--- config.mk ---
export PLATFORM = sky130hd
export DESIGN_NAME = pwm_dimmer
export DESIGN_NICKNAME = d
export VERILOG_FILES = /design/src/rtl/pwm_dimmer_pkg.sv /design/src/rtl/pwm_dimmer_regs.sv /design/src/rtl/pwm_dimmer_prescaler.sv /design/src/rtl/pwm_dimmer_core.sv /design/src/rtl/pwm_dimmer.sv
export SDC_FILE = /design/constraint.sdc
export NUM_CORES = 1
export LEC_CHECK = 0
export BUFFER_PORTS_ARGS = -buffer_cell sky130_fd_sc_hd__buf_2
export CAP_MARGIN = 20
export CORE_ASPECT_RATIO = 2
export CORE_MARGIN = 5
export CORE_UTILIZATION = 55
export CTS_CLUSTER_SIZE = 30
export DETAILED_ROUTE_END_ITERATION = 7
export GPL_ROUTABILITY_DRIVEN = 0
export MAX_ROUTING_LAYER = met4
export PLACE_DENSITY = 0.78
export SYNTH_ARGS = -nofsm -noshare
export SYNTH_HDL_FRONTEND = slang
export SYNTH_SLANG_ARGS = --single-unit
--- constraint.sdc ---
create_clock -name clk_i -period 2.4 [get_ports clk_i]
set_input_delay 0.24 -clock clk_i [delete_from_list [all_inputs] [get_ports clk_i]]
set_output_delay 0.24 -clock clk_i [all_outputs]
set_load 0.005 [all_outputs]
--- src/rtl/pwm_dimmer_pkg.sv ---
package pwm_dimmer_pkg;
  localparam int unsigned PSC_SEL_W = 2;
  localparam int unsigned CTRL_W    = PSC_SEL_W + 2;

  typedef struct packed {
    logic [PSC_SEL_W-1:0] psel;
    logic                 inv;
    logic                 en;
  } ctrl_t;
endpackage

--- src/rtl/pwm_dimmer_regs.sv ---
module pwm_dimmer_regs
  import pwm_dimmer_pkg::*;
#(
  parameter int unsigned DUTY_W = 8,
  parameter logic [DUTY_W-1:0] DUTY_RST = 8'hC8
) (
  input  logic              clk_i,
  input  logic              rst_ni,
  input  logic              ctrl_we_i,
  input  logic [CTRL_W-1:0] ctrl_wdata_i,
  input  logic              duty_we_i,
  input  logic [DUTY_W-1:0] duty_wdata_i,
  output ctrl_t             ctrl_o,
  output logic [DUTY_W-1:0] duty_o
);
  ctrl_t             ctrl_q;
  logic [DUTY_W-1:0] duty_q;

  always_ff @(posedge clk_i or negedge rst_ni) begin
    if (!rst_ni) begin
      ctrl_q <= '0;
      duty_q <= DUTY_RST;
    end else begin
      if (ctrl_we_i) ctrl_q <= ctrl_t'(ctrl_wdata_i);
      if (duty_we_i) duty_q <= duty_wdata_i;
    end
  end

  assign ctrl_o = ctrl_q;
  assign duty_o = duty_q;
endmodule

--- src/rtl/pwm_dimmer_prescaler.sv ---
module pwm_dimmer_prescaler #(
  parameter int unsigned SEL_W = 2
) (
  input  logic             clk_i,
  input  logic             rst_ni,
  input  logic             en_i,
  input  logic             restart_i,
  input  logic [SEL_W-1:0] psel_i,
  output logic             tick_o
);
  localparam int unsigned NSEL  = 1 << SEL_W;
  localparam int unsigned CNT_W = (NSEL > 2) ? NSEL - 1 : 1;

  logic [CNT_W-1:0] pcnt_q;
  logic [NSEL-1:0]  term;

  // one terminal compare per divisor setting, divisor = 2**s
  for (genvar s = 0; s < NSEL; s++) begin : g_term
    assign term[s] = (pcnt_q >= CNT_W'((1 << s) - 1));
  end

  always_ff @(posedge clk_i or negedge rst_ni) begin
    if (!rst_ni)                pcnt_q <= '0;
    else if (!en_i || restart_i) pcnt_q <= '0;
    else if (term[psel_i])      pcnt_q <= '0;
    else                        pcnt_q <= pcnt_q + 1'b1;
  end

  assign tick_o = en_i & term[psel_i];
endmodule

--- src/rtl/pwm_dimmer_core.sv ---
module pwm_dimmer_core #(
  parameter int unsigned DUTY_W = 8
) (
  input  logic              clk_i,
  input  logic              rst_ni,
  input  logic              en_i,
  input  logic              inv_i,
  input  logic              restart_i,
  input  logic              tick_i,
  input  logic [DUTY_W-1:0] duty_i,
  output logic [DUTY_W-1:0] cnt_o,
  output logic [DUTY_W-1:0] duty_act_o,
  output logic              pwm_o
);
  logic [DUTY_W-1:0] cnt_q;
  logic [DUTY_W-1:0] duty_act_q;
  logic              pwm_q;
  logic              wrap;
  logic              active;

  assign wrap   = tick_i & (&cnt_q);
  assign active = en_i & (cnt_q < duty_act_q);

  always_ff @(posedge clk_i or negedge rst_ni) begin
    if (!rst_ni) begin
      cnt_q      <= '0;
      duty_act_q <= '0;
    end else if (!en_i || restart_i) begin
      cnt_q      <= '0;
      duty_act_q <= duty_i;
    end else if (tick_i) begin
      cnt_q <= cnt_q + 1'b1;
      if (wrap) duty_act_q <= duty_i; // take new duty only on period boundary
    end
  end

  always_ff @(posedge clk_i or negedge rst_ni) begin
    if (!rst_ni) pwm_q <= 1'b0;
    else         pwm_q <= active ^ inv_i;
  end

  assign cnt_o      = cnt_q;
  assign duty_act_o = duty_act_q;
  assign pwm_o      = pwm_q;
endmodule

--- src/rtl/pwm_dimmer.sv ---
module pwm_dimmer
  import pwm_dimmer_pkg::*;
#(
  parameter int unsigned DUTY_W = 8,
  parameter logic [DUTY_W-1:0] DUTY_RST = 8'hC8
) (
  input  logic              clk_i,
  input  logic              rst_ni,
  input  logic              ctrl_we_i,
  input  logic [CTRL_W-1:0] ctrl_wdata_i,
  input  logic              duty_we_i,
  input  logic [DUTY_W-1:0] duty_wdata_i,
  output logic [DUTY_W-1:0] duty_o,
  output logic              pwm_o
);
  ctrl_t                ctrl;
  logic                 en_w;
  logic                 inv_w;
  logic [PSC_SEL_W-1:0] psel_w;
  logic                 tick_w;
  logic [DUTY_W-1:0]    cnt_w;
  logic [DUTY_W-1:0]    duty_act_w;

  pwm_dimmer_regs #(.DUTY_W(DUTY_W), .DUTY_RST(DUTY_RST)) u_regs (
    .clk_i        (clk_i),
    .rst_ni       (rst_ni),
    .ctrl_we_i    (ctrl_we_i),
    .ctrl_wdata_i (ctrl_wdata_i),
    .duty_we_i    (duty_we_i),
    .duty_wdata_i (duty_wdata_i),
    .ctrl_o       (ctrl),
    .duty_o       (duty_o)
  );

  assign en_w   = ctrl.en;
  assign inv_w  = ctrl.inv;
  assign psel_w = ctrl.psel;

  pwm_dimmer_prescaler #(.SEL_W(PSC_SEL_W)) u_psc (
    .clk_i     (clk_i),
    .rst_ni    (rst_ni),
    .en_i      (en_w),
    .restart_i (ctrl_we_i),
    .psel_i    (psel_w),
    .tick_o    (tick_w)
  );

  pwm_dimmer_core #(.DUTY_W(DUTY_W)) u_core (
    .clk_i      (clk_i),
    .rst_ni     (rst_ni),
    .en_i       (en_w),
    .inv_i      (inv_w),
    .restart_i  (ctrl_we_i),
    .tick_i     (tick_w),
    .duty_i     (duty_o),
    .cnt_o      (cnt_w),
    .duty_act_o (duty_act_w),
    .pwm_o      (pwm_o)
  );
endmodule

======== Word-level counts from Yosys, hierarchy flattened ========
Cells that the tools add are included.
storage, ports and cells
  bits in registers ....................... 32
  bits of input ports ..................... 16
  memory bits (read-only) ................. 0
  output and inout port bits .............. 9
  bits in writable memories ............... 0
  word-level logic and storage cells ...... 35
  bits in latches ......................... 0
  memories ................................ 0
cells by class
  reduce and logical (&&, ||, !) cells .... 6
  add/sub/neg operators ................... 2
  shift-type cells ........................ 0
  multipliers ............................. 0
  multiplexer cells ....................... 9
  equal/unequal tests ..................... 0
  order comparisons ....................... 6
  bitwise operators ....................... 4
  divide/modulo/power cells ............... 0
operators by type and width
  cell                                                                          count
  8-bit two-way mux                                                             5
  8-bit by 1-bit adder with 8-bit output, second input constant                 1
  8-bit less-than comparator                                                    1
  8-bit AND reduction                                                           1
  3-bit by 1-bit >= comparator with 1-bit output, second input constant         2
  3-bit two-way mux                                                             2
  2-bit nonzero test                                                            2
  3-bit by 1-bit adder with 3-bit output, second input constant                 1
  1-bit AND                                                                     3
  3-bit by 2-bit >= comparator with 1-bit output, second input constant         1
  3-bit >= comparator, second input constant                                    1
  2-bit by 3-bit less-than comparator with 1-bit output, second input constant  1
  1-bit binary-select mux with 2-bit select                                     1
  2-bit AND reduction                                                           1
  1-bit logical NOT                                                             1
  1-bit logical OR                                                              1
  1-bit two-way mux                                                             1
  1-bit XOR                                                                     1

======== Logic depth before layout (Yosys ltp) ========
  depth after elaboration ................. 8
  gate-level depth with buffers ........... 8
  mapped depth without buffers ............ 7

======== Hierarchy ========
A second synthesis with hierarchy kept.
second synthesis, totals
  cells, all modules ...................... 135
  area, all modules ....................... 1620.3 um^2
modules (own cells, without submodules)
  module                instances  sequential area each (um^2)  area an instance (um^2)  cells an instance
  pwm_dimmer_core       1          425.4                        917.1                    89
  pwm_dimmer_regs       1          304.0                        480.5                    25
  pwm_dimmer_prescaler  1          75.1                         222.7                    21

======== Worst setup path after synthesis ========
Ideal clock, no wire load.
  kind .................................... reg2reg
  start point ............................. register u_psc.pcnt_q[0]
  end point ............................... register u_core.duty_act_q[0], in the netlist u_core.duty_act_o[0]
  path slack .............................. 0.431 ns
  data arrival time ....................... 1.844 ns
  stages on the path, launching flop included .. 8
  period minus slack after synthesis ...... 1.969 ns
  library setup time ...................... 0.125 ns
  required time ........................... 2.275 ns
  buffers on the path ..................... 0
  path through ............................ dfrtp_1 -> ha_1 -> ha_1 -> nand2_1 -> a21oi_1 -> a21oi_4 -> o311ai_4 -> mux2_2
on the way
  cells in the longest elaborated chain, start to end .. 7
  elaborated cells between the ends (all ways) .. 11
  classes of those cells .................. order compare: 4; mux: 2; bitwise: 2; reduce/logical: 3
RTL lines
  item                                                                    RTL line                    text
  from (decl)                                                             pwm_dimmer_prescaler.sv:14  logic [CNT_W-1:0] pcnt_q;
  from (signal assigned)                                                  pwm_dimmer_prescaler.sv:26  else pcnt_q <= pcnt_q + 1'b1;
  3-bit by 1-bit >= comparator with 1-bit output (tied with other cells)  pwm_dimmer_prescaler.sv:19  assign term[s] = (pcnt_q >= CNT_W'((1 << s) - 1));
  1-bit binary-select mux with 2-bit select *                             pwm_dimmer_prescaler.sv:29  assign tick_o = en_i & term[psel_i];
  1-bit two-way mux (implied by the code) *                               pwm_dimmer_prescaler.sv:29
  1-bit AND *                                                             pwm_dimmer_prescaler.sv:29
  1-bit AND                                                               pwm_dimmer_core.sv:21       assign wrap = tick_i & (&cnt_q);
  2-bit nonzero test (no line)                                            -
  2-bit AND reduction (no line) *                                         -
  to (signal assigned)                                                    pwm_dimmer_core.sv:30       duty_act_q <= duty_i;
  to (signal assigned)                                                    pwm_dimmer_core.sv:33       if (wrap) duty_act_q <= duty_i;
  to (decl)                                                               pwm_dimmer_core.sv:16       logic [DUTY_W-1:0] duty_act_q;
Every way passes the cells marked *; elsewhere a longest branch is shown, timed or not. The select of a mux whose other input is x is not followed.
A chain may end at the register's enable or synchronous reset.

======== Worst setup path in the final report ========
  start point ............................. register u_psc.pcnt_q[0]
  end point ............................... register u_core.duty_act_q[7], in the netlist u_core.duty_act_o[7]
Same word-level chain as after synthesis.

==> impl_results.md <==
- Status: finished, violations left
- Failing checks: hold timing
- Synthesis Warnings: 0
- Share of cells above drive strength 1: 0.344
- Mapped Area: 1580 um^2
- Pwr dens: 665 nW/um^2
- CTS-repair resized insts: 0
- Ant diodes: 0
- I/O pin cnt: 25
- Port Buffers: 24
- Arrival time worst endpoint: 2.34 ns
- Mapped Nets: 161
- CTS sink count: 32
- Buffer count from post-CTS setup fixing: 0
- Hold slack: -0.00474 ns
- Clk pin slew, worst setup/hold paths: 0.06 ns
- CP bufs+invs: 0
- Top cell type's share of synthesized area: 0.459
- Root Buffer: clkbuf_8
- Global-route wire length before repair: approximately 5.3 mm
- FP Rows: 27
- Die W: 47.9 um
- R2R cell count: 7
- WL final: 2.98 mm
- Hold Path Class: in2async
- Max-slew violation count: 0
- Multi-input gate area: 722 um^2
- Period utilisation layout: 0.906
- WL/cell: 15.5 um
- RSZ-0062 raised after global routing: no
- Setup CP Type: reg2reg
- Pre-CTS WS: 0.201 ns
- Setup violators final: 0
- Vias in the first global route: 1236
- Sequential cell area: slightly above 800 um^2
- Fill cells: 232
- Die ar.: ~4000 um^2
- Synth Area in Simple Gates: 0.108
- Via count: 1105
- Synth area leader: dfrtp_1
- Starting Density: 0.570
- CP Cell Sequence: ha_1 > ha_1 > nand2_1 > a21oi_1 > a21oi_4 > o311ai_4 > mux2_2
- Max cap viols: 0
- Vias per cell: between 5 and 6
- Post-CTS Hold Buffers: 0
- Total grt overflow: 0
- Most used cell, CP: ha_1
- Yosys reg bits: 32
- Worst Slack Setup Final: between 0.2 and 0.25 ns
- Syn Inst Count: 133
- Post-synthesis mux area share: 0.142
- Initial DRC count: 29
- Leading cell types by count after synthesis: 29 x dfrtp_1, 19 x mux2_2, 12 x ha_1
- Ys async rst share: 1.00
- Commonest register cell after synthesis: dfrtp_1
- Worst path required time: 2.57 ns
- Avg Inst Size Synth: 11.9 um^2
- CTS tree: yes
- Slowest CP cell: o311ai_4
- Maximum root-to-sink buffer count: 2
- Core occupancy in the finished layout: 0.658
- Worst-case vdd ir drop: ~0.46 mV
- Largest family of logic cells by synthesized area: multiplexers
- Most common cell in the netlist: dfrtp_1
- Slew @ Worst Pin: 0.694 ns
- Leakage: 0.849 nW
- CP peak stage delay: 0.50 ns
- Maximum clock rate: 460 MHz
- P&R area growth vs syn: 15.3%
- Clock Latency Late Sink: 0.28 ns
- Final Hold Viols: 8
- Cts bufs inserted: 5
- Gr usage total: 0.183
- Post-synth EDFFs: 0
- Clock Skews: 0.00455 ns
- WP depth: 7
- Max-slew headroom: 0.538
- Compound-cell area share of the yosys netlist: 0.101
- Minimum clock period after layout: 2.17 ns
- Die H: about 86 um
- Core Region: roughly 2800 um^2
- Register area share after synthesis: 0.509
- Initial antenna violation count: 0
- Hpwl dp: 2.37 mm
- Synth cell types: 28
- Synth top area cells: dfrtp_1 46%, mux2_2 14%, ha_1 9.5%, dfstp_2 5.0%, a21oi_1 2.9%
- CP endpoint kind: flip-flop
- Synth Area in XOR/XNOR: 0.0111
- Fin nets: between 150 and 200
- DR pass1 iterations: 4
- Htree depth: 2
- Setup TNS: 0 ns
- Post-DRT Antenna Nets: 0
- Adder-cell share of the synthesized area: 0.0950
- # DRC: 0
- CP delay by family, top: compound AO/OA/AOI/OAI gates
- Worst setup SP type: flip-flop
- Worst Path Max Fanout: 8
- Largest net degree at the start of global routing: 33
[final timing paths]
check | start | to | slack, ns
setup / recovery | u_psc.pcnt_q[0] | u_core.duty_act_o[7] | 0.23
hold / removal | rst_ni | u_core.pwm_o | -0.005
setup reg to reg | u_psc.pcnt_q[0] | u_core.duty_act_o[7] | 0.23
hold reg to reg | u_regs.ctrl_o[1] | u_core.pwm_o | 0.49
max in group asynchronous | rst_ni | u_core.cnt_o[3] | 1.95
min in group clk_i | ctrl_wdata_i[0] | u_regs.ctrl_o[0] | 0.16
[per-layer routing]
metal | up-vias | routed length [um] | global-route usage
li1 | 529 | - | -
met1 | 547 | 1040 | 0.181
met2 | 23 | 1750 | 0.303
met3 | 6 | 117 | 0.0504
met4 | 0 | 82 | 0.100
met5 | - | 0 | -
[worst register-to-register path: stages, from the launching register on]
cell and delay (ns):
dfrtp_1 0.42, ha_1 0.22, ha_1 0.16, nand2_1 0.05
a21oi_1 0.25, a21oi_4 0.07, o311ai_4 0.50, mux2_2 0.40
[sequential cells by signal, indices dropped and copies added, names as in the netlist]
name / flops
u_core.pwm_o: 1
u_regs.ctrl_o: 4
u_core.duty_act_o: 8
u_core.cnt_o: 8
u_psc.pcnt_q: 3
u_regs.duty_o: 8
[power by group]
group | switching (mW) | internal, mW
Clock | 0.186 | 0.233
Combinational | 0.0840 | 0.0863
Sequential | 0.0322 | 0.590
[layout by cell type, fill, tap and decap left out]
cell type  instances
a211oi_1           1
a21boi_1           1
a21oi_1            9
a21oi_4            1
buf_2             24
buf_4              1
clkbuf_1           2
clkbuf_8           6
dfrtp_1           29
dfstp_2            3
ha_1              12
inv_1             11
mux2_2            19
mux2i_1            1
nand2_1            8
nand2b_1           1
nand3_1            6
nand3b_1           1
nand4_1            2
nor2_1             2
nor3_1             1
nor3b_1            3
nor4b_1            1
o21ai_0            5
o21ai_2            1
o311ai_4           1
o31ai_1            3
or3_1              3
or4_1              3
xor2_1             2
[through the flow]
stage / cells / hold WS (ns) / cell area, um^2 / power [mW]
4_1_cts: 192 / 0.0150 / 1820 / 1.23
5_1_grt: 192 / 0.0504 / 1820 / 1.27
6_report: 192 / -0.00474 / 1820 / 1.21
3_3_place_gp: 184 / 0.316 / 1730 / 0.793
3_5_place_dp: 184 / 0.326 / 1730 / 0.807
2_1_floorplan: 133 / -0.0556 / 1580 / 0.735
[cells by family (layout without fill, tap and decap cells)]
logic type,count (synthesis),after routing
buffers and inverters,14,44
muxes,20,20
DFF,32,32
and+or+nand+nor,31,31
xor gates and xnor gates,2,2
adders and majority gates,12,12
AOI/OAI and AO/OA,22,22
[area by class of cell]
cell class,count,share of cell area
Inverter,11,0.0227
Multi-Input combinational cell,87,0.396
Timing Repair Buffer,25,0.0701
Tap cell,29,0.0199
Clock buffer,8,0.0495
Sequential cell,32,0.442
Note: power is estimated with default switching activity, not from simulation.
